<file path="src/rtl/alu_dp_pkg.sv">
package alu_dp_pkg;

  typedef enum logic [1:0] {
    SRC_REG  = 2'd0,
    SRC_BUS  = 2'd1,
    SRC_ONES = 2'd2,
    SRC_MIX  = 2'd3
  } src_e;

  typedef enum logic [2:0] {
    FN_PASS = 3'd0,
    FN_AND  = 3'd1,
    FN_OR   = 3'd2,
    FN_XOR  = 3'd3,
    FN_ADD  = 3'd4,
    FN_SUB  = 3'd5,
    FN_INC  = 3'd6,
    FN_NOT  = 3'd7
  } fn_e;

  typedef enum logic [1:0] {
    DST_NONE = 2'd0,
    DST_A    = 2'd1,
    DST_B    = 2'd2,
    DST_C    = 2'd3
  } dst_e;

  typedef enum logic [1:0] {
    SH_NONE  = 2'd0,
    SH_LEFT  = 2'd1,
    SH_RIGHT = 2'd2,
    SH_KEEP  = 2'd3
  } sh_e;

  function automatic logic fn_is_arith(fn_e f);
    return (f == FN_ADD) || (f == FN_SUB) || (f == FN_INC);
  endfunction

endpackage

</file>
<file path="src/rtl/reg_view.sv">
module reg_view #(
  parameter int unsigned DATA_W = 32
) (
  input  logic [1:0]        rsel_i,
  input  logic [1:0]        shift_i,
  input  logic              shl_in_i,
  input  logic              shr_in_i,
  input  logic [DATA_W-1:0] reg_a_i,
  input  logic [DATA_W-1:0] reg_b_i,
  input  logic [DATA_W-1:0] reg_c_i,
  output logic [DATA_W-1:0] view_o,
  output logic              out_hi_o,
  output logic              out_lo_o
);
  import alu_dp_pkg::*;

  logic [DATA_W-1:0] picked;
  logic              shiftable;
  sh_e               sh;

  assign sh = sh_e'(shift_i);

  always_comb begin
    unique case (rsel_i)
      2'd0:    picked = reg_a_i;
      2'd1:    picked = reg_b_i;
      default: picked = reg_c_i;
    endcase
    shiftable = (rsel_i == 2'd0) || (rsel_i == 2'd1);
  end

  // neighbour-bit routing; the stored register itself never moves
  always_comb begin
    view_o = picked;
    if (shiftable) begin
      unique case (sh)
        SH_LEFT:  view_o = {picked[DATA_W-2:0], shl_in_i};
        SH_RIGHT: view_o = {shr_in_i, picked[DATA_W-1:1]};
        default:  view_o = picked;
      endcase
    end
  end

  assign out_hi_o = shiftable & picked[DATA_W-1];
  assign out_lo_o = shiftable & picked[0];

endmodule

</file>
<file path="src/rtl/operand_mux.sv">
module operand_mux #(
  parameter int unsigned DATA_W = 32
) (
  input  logic [1:0]        src_i,
  input  logic [DATA_W-1:0] reg_i,
  input  logic [DATA_W-1:0] bus_i,
  input  logic [DATA_W-1:0] mix_i,
  output logic [DATA_W-1:0] opnd_o
);
  import alu_dp_pkg::*;

  src_e src;
  assign src = src_e'(src_i);

  always_comb begin
    unique case (src)
      SRC_REG:  opnd_o = reg_i;
      SRC_BUS:  opnd_o = bus_i;
      SRC_ONES: opnd_o = '1;
      SRC_MIX:  opnd_o = mix_i;
      default:  opnd_o = reg_i;
    endcase
  end

endmodule

</file>
<file path="src/rtl/alu_slice.sv">
module alu_slice #(
  parameter int unsigned W = 4
) (
  input  logic [W-1:0] a_i,
  input  logic [W-1:0] b_i,
  input  logic [2:0]   fn_i,
  input  logic         cin_i,
  output logic [W-1:0] y_o,
  output logic         g_o,
  output logic         p_o
);
  import alu_dp_pkg::*;

  fn_e         fn;
  logic [W-1:0] b_eff, gen, prop, sum;
  logic         cc, gg, pp;

  assign fn = fn_e'(fn_i);

  always_comb begin
    unique case (fn)
      FN_SUB:  b_eff = ~b_i;
      FN_INC:  b_eff = '0;
      default: b_eff = b_i;
    endcase
    gen  = a_i & b_eff;
    prop = a_i ^ b_eff;

    cc = cin_i;
    for (int i = 0; i < int'(W); i++) begin
      sum[i] = prop[i] ^ cc;
      cc     = gen[i] | (prop[i] & cc);
    end

    gg = 1'b0;
    pp = 1'b1;
    for (int i = 0; i < int'(W); i++) begin
      gg = gen[i] | (prop[i] & gg);
      pp = pp & prop[i];
    end
    g_o = gg;
    p_o = pp;

    unique case (fn)
      FN_PASS: y_o = a_i;
      FN_AND:  y_o = a_i & b_i;
      FN_OR:   y_o = a_i | b_i;
      FN_XOR:  y_o = a_i ^ b_i;
      FN_NOT:  y_o = ~a_i;
      default: y_o = sum;
    endcase
  end

endmodule

</file>
<file path="src/rtl/carry_lookahead.sv">
module carry_lookahead #(
  parameter int unsigned N = 8
) (
  input  logic [N-1:0] g_i,
  input  logic [N-1:0] p_i,
  input  logic         cin_i,
  output logic [N:0]   c_o
);
  logic term;

  // each carry as an explicit sum of products over lower groups
  always_comb begin
    c_o  = '0;
    term = 1'b0;
    for (int i = 0; i <= int'(N); i++) begin
      term = cin_i;
      for (int k = 0; k < i; k++) term = term & p_i[k];
      c_o[i] = term;
      for (int j = 0; j < i; j++) begin
        term = g_i[j];
        for (int k = j + 1; k < i; k++) term = term & p_i[k];
        c_o[i] = c_o[i] | term;
      end
    end
  end

endmodule

</file>
<file path="src/rtl/mux_alu_datapath.sv">
module mux_alu_datapath
  import alu_dp_pkg::*;
#(
  parameter int unsigned DATA_W  = 32,
  parameter int unsigned SLICE_W = 4
) (
  input  logic              clk_i,
  input  logic              rst_ni,
  input  logic [1:0]        a_src_i,
  input  logic [1:0]        a_rsel_i,
  input  logic [1:0]        b_src_i,
  input  logic [1:0]        b_rsel_i,
  input  logic [1:0]        shift_i,
  input  logic              shl_in_i,
  input  logic              shr_in_i,
  input  logic [2:0]        func_i,
  input  logic              carry_i,
  input  logic [1:0]        dest_i,
  input  logic [DATA_W-1:0] bus_i,
  input  logic [DATA_W-1:0] mix_i,
  output logic [DATA_W-1:0] result_o,
  output logic              carry_o,
  output logic              carry_flag_o,
  output logic              zero_flag_o,
  output logic [DATA_W-1:0] reg_a_o,
  output logic [DATA_W-1:0] reg_b_o,
  output logic              shift_out_hi_o,
  output logic              shift_out_lo_o
);
  localparam int unsigned NSL = DATA_W / SLICE_W;

  logic [DATA_W-1:0] reg_a_q, reg_b_q, reg_c_q;
  logic              carry_q, zero_q;
  logic [DATA_W-1:0] a_view, b_pick, opnd_a, opnd_b, res;
  logic [NSL-1:0]    grp_g, grp_p;
  logic [NSL:0]      slc_c;
  logic              cin_eff;
  fn_e               fn;
  dst_e              dst;

  assign fn  = fn_e'(func_i);
  assign dst = dst_e'(dest_i);

  reg_view #(.DATA_W(DATA_W)) i_a_view (
    .rsel_i   (a_rsel_i),
    .shift_i  (shift_i),
    .shl_in_i (shl_in_i),
    .shr_in_i (shr_in_i),
    .reg_a_i  (reg_a_q),
    .reg_b_i  (reg_b_q),
    .reg_c_i  (reg_c_q),
    .view_o   (a_view),
    .out_hi_o (shift_out_hi_o),
    .out_lo_o (shift_out_lo_o)
  );

  always_comb begin
    unique case (b_rsel_i)
      2'd0:    b_pick = reg_a_q;
      2'd1:    b_pick = reg_b_q;
      default: b_pick = reg_c_q;
    endcase
  end

  operand_mux #(.DATA_W(DATA_W)) i_opnd_a (
    .src_i  (a_src_i),
    .reg_i  (a_view),
    .bus_i  (bus_i),
    .mix_i  (mix_i),
    .opnd_o (opnd_a)
  );

  operand_mux #(.DATA_W(DATA_W)) i_opnd_b (
    .src_i  (b_src_i),
    .reg_i  (b_pick),
    .bus_i  (bus_i),
    .mix_i  (mix_i),
    .opnd_o (opnd_b)
  );

  assign cin_eff = (fn == FN_INC) ? 1'b1 : carry_i;

  carry_lookahead #(.N(NSL)) i_cla (
    .g_i   (grp_g),
    .p_i   (grp_p),
    .cin_i (cin_eff),
    .c_o   (slc_c)
  );

  for (genvar s = 0; s < NSL; s++) begin : g_slice
    alu_slice #(.W(SLICE_W)) i_slice (
      .a_i   (opnd_a[s*SLICE_W +: SLICE_W]),
      .b_i   (opnd_b[s*SLICE_W +: SLICE_W]),
      .fn_i  (func_i),
      .cin_i (slc_c[s]),
      .y_o   (res[s*SLICE_W +: SLICE_W]),
      .g_o   (grp_g[s]),
      .p_o   (grp_p[s])
    );
  end

  assign result_o = res;
  assign carry_o  = fn_is_arith(fn) ? slc_c[NSL] : 1'b0;

  always_ff @(posedge clk_i or negedge rst_ni) begin
    if (!rst_ni) begin
      reg_a_q <= '0;
      reg_b_q <= '0;
      reg_c_q <= '0;
      carry_q <= 1'b0;
      zero_q  <= 1'b0;
    end else begin
      unique case (dst)
        DST_A:   reg_a_q <= res;
        DST_B:   reg_b_q <= res;
        DST_C:   reg_c_q <= res;
        default: ;
      endcase
      if (dst != DST_NONE) begin
        carry_q <= carry_o;
        zero_q  <= (res == '0);
      end
    end
  end

  assign reg_a_o      = reg_a_q;
  assign reg_b_o      = reg_b_q;
  assign carry_flag_o = carry_q;
  assign zero_flag_o  = zero_q;

endmodule

</file>
<file path="config.mk">
export PLATFORM = sky130hd
export DESIGN_NAME = mux_alu_datapath
export DESIGN_NICKNAME = d
export VERILOG_FILES = /design/src/rtl/alu_dp_pkg.sv /design/src/rtl/reg_view.sv /design/src/rtl/operand_mux.sv /design/src/rtl/alu_slice.sv /design/src/rtl/carry_lookahead.sv /design/src/rtl/mux_alu_datapath.sv
export SDC_FILE = /design/constraint.sdc
export NUM_CORES = 1
export LEC_CHECK = 0
export CORE_MARGIN = 2
export CORE_UTILIZATION = 57
export CTS_BUF_LIST = sky130_fd_sc_hd__clkbuf_4 sky130_fd_sc_hd__clkbuf_8 sky130_fd_sc_hd__clkbuf_16
export CTS_CLUSTER_DIAMETER = 150
export DETAILED_ROUTE_END_ITERATION = 10
export GPL_TIMING_DRIVEN = 1
export PLACE_DENSITY = 0.83
export SYNTH_ARGS = -nofsm -noshare
export SYNTH_HDL_FRONTEND = slang
export SYNTH_HIERARCHICAL = 1
export SYNTH_SLANG_ARGS = --single-unit
</file>
<file path="constraint.sdc">
create_clock -name clk_i -period 8.5 [get_ports clk_i]
set_input_delay 1.275 -clock clk_i [delete_from_list [all_inputs] [get_ports clk_i]]
set_output_delay 1.275 -clock clk_i [all_outputs]
set_load 0.02 [all_outputs]
</file>
[Word level (Yosys, flattened, before mapping)]
Index checks and enable logic that the tools add are counted.
W data, S select, Z words.
Storage, ports and cells
  bits in read-only memories: 0
  output and inout port bits: 101
  bits in latches: 0
  word-level logic and storage cells: 341
  memories kept: 0
  flip-flop bits (word level): 98
  memory bits (writable): 0
Operators by class
  magnitude comparators: 0
  equality and inequality tests: 20
  add/subtract/negate cells: 0
  shift operators: 0
  multiply operators: 0
  mux-type cells: 24
  bitwise operators: 282
  reduce and logical (&&, ||, !) cells: 10
  divide/modulo/power cells: 0
Operator list (number)
  $pmux W32 S4: 2
  $pmux W32 S2: 3
  $pmux W4 S5: 8
  $and A1 B1 Y1: 110
  $or A1 B1 Y1: 84
  $and A4 B4 Y4: 16
  $not A4 Y4: 16
  $pmux W4 S2: 8
  $xor A4 B4 Y4: 16
  $logic_not A32 Y1: 1
  $mux W32: 1
  $or A4 B4 Y4: 8
  $xor A1 B1 Y1: 32
  $eq A2 B2 Y1 const B: 7
  $eq A2 B1 Y1 const B: 6
  $eq A3 B3 Y1 const B: 4
  $logic_not A2 Y1: 4
  $eq A3 B2 Y1 const B: 2
  $eq A3 B1 Y1 const B: 1
  $logic_not A3 Y1: 1
  $logic_or A1 B1 Y1: 3
  $mux W1: 2
  $reduce_bool A2 Y1: 1

[Logic depth before layout (Yosys ltp)]
  depth after elaboration: 34
  gate-level depth with buffers: 26

[Modules after synthesis]
The synthesis kept the hierarchy.
Modules (own cells, without submodules)
  mux_alu_datapath: sequential area each 2452.4 µm², area each 4704.5 µm², times used 1, cells an instance 333
  alu_slice (g_slice[0].i_slice ...): sequential area each 0.0 µm², area each 630.6 µm², times used 6, cells an instance 72
  operand_mux: sequential area each 0.0 µm², area each 883.3 µm², times used 2, cells an instance 77
  reg_view: sequential area each 0.0 µm², area each 1442.6 µm², times used 1, cells an instance 161
  alu_slice (g_slice[6].i_slice): sequential area each 0.0 µm², area each 616.8 µm², times used 1, cells an instance 75
  alu_slice (g_slice[7].i_slice): sequential area each 0.0 µm², area each 616.8 µm², times used 1, cells an instance 76
  carry_lookahead: sequential area each 0.0 µm², area each 120.1 µm², times used 1, cells an instance 17

[Worst setup path before layout]
OpenSTA, ideal clock, no wires.
  path kind: input to output
  start point: input port shift_i[0]
  end point: output port result_o[30]
  path slack: 0.966 ns
  cell stages on the path: 22
  buffers on the path: 2
  arrival time: 6.259 ns
  cell sequence: inv_1 ha_1 or2_2 buf_6 buf_2 a221oi_1 a21oi_1 a2bb2oi_2 ha_1 a21o_1 a21o_1 a21o_1 a21oi_1 o21ai_0 a41o_1 a21o_1 fa_1 inv_1 fa_1 fa_1 mux2_1 a222oi_1
Between the ends
  elaborated cells on any way between the ends: 129
  classes of those cells: eq/ne: 2; mux: 4; bitwise: 123
RTL lines
  start: declaration: RTL line mux_alu_datapath.sv:13  | input logic [1:0] shift_i,
  $eq A2 B2 Y1 / $eq A2 B1 Y1 (equally long branches): RTL line reg_view.sv:36  | unique case (sh)
  $pmux W32 S2 *: RTL line reg_view.sv:36
  $mux W32 *: RTL line reg_view.sv:35  | if (shiftable) begin
  net a_view[9]: RTL line mux_alu_datapath.sv:34  | logic [DATA_W-1:0] a_view, b_pick, opnd_a, opnd_b, res;
  $pmux W32 S4 *: RTL line operand_mux.sv:16  | unique case (src)
  net opnd_a[9]: RTL line mux_alu_datapath.sv:34
  $xor A4 B4 Y4: RTL line alu_slice.sv:27  | prop = a_i ^ b_eff;
  $and A1 B1 Y1: RTL line alu_slice.sv:38  | gg = gen[i] | (prop[i] & gg);
  (+5 left out)
  net grp_g[2]: RTL line mux_alu_datapath.sv:35  | logic [NSL-1:0] grp_g, grp_p;
  (+4 left out)
  $or A1 B1 Y1 * (5 in a row): RTL line carry_lookahead.sv:22  | c_o[i] = c_o[i] | term;
  net slc_c[7]: RTL line mux_alu_datapath.sv:36  | logic [NSL:0] slc_c;
  $and A1 B1 Y1 *: RTL line alu_slice.sv:32  | cc = gen[i] | (prop[i] & cc);
  $or A1 B1 Y1 *: RTL line alu_slice.sv:32
  $and A1 B1 Y1 *: RTL line alu_slice.sv:32
  $or A1 B1 Y1 *: RTL line alu_slice.sv:32
  $xor A1 B1 Y1 *: RTL line alu_slice.sv:31  | sum[i] = prop[i] ^ cc;
  $pmux W4 S5 *: RTL line alu_slice.sv:44  | unique case (fn)
  end: declaration: RTL line mux_alu_datapath.sv:21  | output logic [DATA_W-1:0] result_o,
The timed path passes the listed nets; every way through them passes the cells marked *.

[Final worst setup path]
  start point: input port shift_i[0]
  end point: output port result_o[22]
Between the ends
  elaborated cells on any way between the ends: 92
  classes of those cells: eq/ne: 2; mux: 4; bitwise: 86
RTL lines
  $eq A2 B2 Y1 / $eq A2 B1 Y1 (equally long branches): RTL line reg_view.sv:36
  $pmux W32 S2 *: RTL line reg_view.sv:36
  $mux W32 *: RTL line reg_view.sv:35
  net a_view[4]: RTL line mux_alu_datapath.sv:34
  $pmux W32 S4 *: RTL line operand_mux.sv:16
  net opnd_a[4]: RTL line mux_alu_datapath.sv:34
  $and A4 B4 Y4 *: RTL line alu_slice.sv:26  | gen = a_i & b_eff;
  $and A1 B1 Y1 *: RTL line alu_slice.sv:38
  (+5 left out)
  net grp_g[1]: RTL line mux_alu_datapath.sv:35
  (+3 left out)
  $or A1 B1 Y1 * (4 in a row): RTL line carry_lookahead.sv:22
  net slc_c[5]: RTL line mux_alu_datapath.sv:36
  $and A1 B1 Y1 *: RTL line alu_slice.sv:32
  $or A1 B1 Y1 *: RTL line alu_slice.sv:32
  $and A1 B1 Y1 *: RTL line alu_slice.sv:32
  $or A1 B1 Y1 *: RTL line alu_slice.sv:32
  $xor A1 B1 Y1 *: RTL line alu_slice.sv:31
  $pmux W4 S5 *: RTL line alu_slice.sv:44
Marks and branches as above.

==> results.py <==
metrics = {
    "outcome": {
        "status": "finished clean",
    },
    "clock_network": {
        "cts_buffers": 9,
        "clockBufferDepth": 2,
        "ctsHtreeMaxLevel": 3,
        "cts_tree": "done",
        "post_cts_buffers": 0,
        "cts-root-buf": "clkbuf_16",
        "clk_latency_ps": 360,
        "clk_pin_slew_ps": 70,
        "cts_sinks": 98,
    },
    "die": {
        "coreArea_sq_um": 22600,
        "ioPinCount": 185,
        "die_h_um": 155,
        "start_util": 0.578,
        "fp-row-count": 55,
        "dieArea_sq_um": 24100,
        "die_x_um": 155,
    },
    "timing": {
        "max-slew-margin-rel": 0.479,
        "tightestPinTransition_ps": 774,
        "finalCritPeriodShare": 0.968,
        "fmax_mhz": 122,
        "setup_violations": 0,
        "rsz0062_at_grt": "false",
        "report.final.slew_viol_count": 0,
        "hold_viol_final": 0,
        "hold_ws_ps": 515,
        "fin_crit_ps": 8230,
        "fin_tns_setup_ps": 0,
        "skew_ps": 11.6,
    },
    "synthesis": {
        "yosys_warnings": 6,
        "synth_largest_area_cell": "dfrtp_1",
        "ys_ff_latch": 98,
        "synth_area_sq_um": 13100,
        "synth_area_per_cell_sq_um": 10.5,
        "synth_edf_count": 0,
        "ys.flop_type": "dfrtp_1",
        "post-synth-top-count-cell": "mux2i_1",
        "ys_seq_area_frac": 0.188,
        "syn-num-nets": 1454,
        "synth_area_leaders": "dfrtp_1 19%, mux2i_1 12%, mux2_4 10%",
        "synth_cells": 1248,
        "synthArstFlopShare": 1.00,
        "ys_types": 58,
        "synthTopCellsByCount": "152 x mux2i_1, 98 x dfrtp_1, 98 x ha_1, 95 x inv_1, 91 x mux2_4",
        "synth_top_cell_area_share": 0.188,
    },
    "global_route": {
        "antenna_found_initial": 0,
        "track_usage": 0.314,
        "overflow": 0,
        "grt_pass1_wl_um": 60000,
        "grt_pass1_vias": 10900,
        "grt_start_max_net_pins": 53,
    },
    "layout": {
        "ff_latch_area_sq_um": 2450,
        "n_antenna_cell": 0,
        "post_route_cells_drive_above_1_share": 0.248,
        "fillers": 1751,
        "finalNonFillerCells": 1707,
        "areaGrowthSynthToFinish_pct": 17.7,
        "utilization": 0.680,
        "final_nets": 1623,
        "multi_input_area_sq_um": 9480,
        "postLayoutCellArea_sq_um": 15400,
    },
    "hold_path": {
        "hold_depth": 2,
        "min_path_type": "reg -> reg",
    },
    "critical_path": {
        "cp_max_fo": 23,
        "crit_path_end_kind": "output port",
        "startpoint_type": "primary input",
        "crit_arrival_ps": 6950,
        "critPathRequiredTime_ps": 7220,
        "critPathKind": "in -> out",
        "worstRegToRegCells": 25,
    },
    "drt": {
        "ant_nets": 0,
        "wl_per_cell_um": 22.3,
        "detail_route.iter0.violations": 872,
        "num_vias": 10900,
        "drt_wl_total_um": 38000,
        "post-route-drc-count": 0,
        "firstDrtPassIters": 6,
        "routed_via_density": 6.39,
    },
    "pwr": {
        "power_density_nw_per_um2": 230,
        "p_leak_nw": 7.25,
        "vdd_drop_max_v": 0.000181,
    },
    "placement": {
        "port_buffers": 184,
        "dpl-instance-area_sq_um": 15100,
        "dp_cells": 1691,
        "gp_congestion": 0.930,
        "dpl.hpwl_um": 28700,
    },
    "job": {
        "cap_violations": 0,
    },
}
## cells in the final DEF, fill, tap and decap left out, types with 9 or more instances in the layout
master	instances
nand2b_1	19
o21ai_0	39
clkdlybuf4s50_1	170
dfrtp_1	98
nand2_1	66
a311oi_1	12
a21boi_0	12
a21o_1	39
clkbuf_16	9
nor2_1	10
buf_2	9
nor3b_1	12
a221oi_1	24
mux2_2	73
a2bb2oi_2	60
o2bb2ai_1	16
o21bai_1	13
mux2i_1	152
mux4_2	12
fa_1	24
inv_1	95
a21oi_1	73
mux2_4	91
nand3b_1	16
ha_1	98
buf_4	69
a32oi_1	12
## per-layer routing
metal | global-route usage | part of all wire | up-vias
met5 | 0 | 0 | -
met4 | 0.0891 | 0.023 | 0
met3 | 0.0518 | 0.067 | 63
met2 | 0.525 | 0.48 | 442
met1 | 0.423 | 0.43 | 5410
li1 | - | - | 5000
## area by class of cell
cell class              count  share of cell area
multi-input cells         954               0.617
flip-flops and latches     98               0.160
repair buffers            257               0.158
inverters                  97              0.0237
well taps                 285              0.0232
clock buffers              11              0.0160
clock inverters             5             0.00253
## logic make-up after synthesis
| group | after synthesis | share of synthesized area |
|---|---|---|
| flip-flops | 98 | 0.188 |
| AO/OA/AOI/OAI | 337 | 0.217 |
| buffers and inverters | 196 | 0.0870 |
| AND/OR/NAND/NOR | 157 | 0.0652 |
| multiplexers | 330 | 0.307 |
| XOR/XNOR | 8 | 0.00537 |
| adder cells (fa/ha/maj) | 122 | 0.131 |
## stage by stage
step	power (mW)	setup WS (ps)
finish	3.53	272
global route	3.74	40.0
CTS	3.52	35.7
detailed placement	3.09	55.6
global placement	3.03	81.7
floorplan	2.29	966
## report_power, final
group	switching (mW)	leakage, nW	internal, mW	total, mW
combinational	1.08	5.98	1.17	2.25
sequential	0.209	1.13	0.654	0.864
clock	0.205	0.140	0.212	0.418
total	1.49	7.25	2.03	3.53
## worst max-delay path: stages
cell             delay, ps
clkdlybuf4s50_1        480
inv_1                   50
ha_1                   310
or2_2                  410
buf_12                 200
a221oi_1               210
a21oi_1                 80
a2bb2oi_2              170
ha_1                   220
a21o_1                 150
a21o_1                 170
a21o_1                 210
o21ai_1                200
o21bai_1               170
a21o_1                 260
a21o_1                 200
fa_1                   390
inv_1                   90
fa_1                   180
fa_1                   420
a32oi_1                390
clkdlybuf4s50_1        690
## final timing paths
path	slack, ps	end	start
max reg2reg	3000	zero_flag_o	reg_b_o[1]
min in group asynchronous	930	reg_a_o[16]	rst_ni
max	270	result_o[22]	shift_i[0]
min reg2reg	520	zero_flag_o	zero_flag_o
min	520	zero_flag_o	zero_flag_o
max in group asynchronous	6410	reg_b_o[0]	rst_ni
## flip-flops by register name, indices dropped and copies added, names as in the netlist
name	cells
zero_flag_o	1
reg_b_o	32
reg_c_q	32
carry_flag_o	1
reg_a_o	32
## what timing repair did
action                     4_1_cts  5_1_grt
gates resized for setup          0        4
hold buffers                     0        0
setup endpoints to repair        0        4
Note: power is estimated with default switching activity, not from simulation.
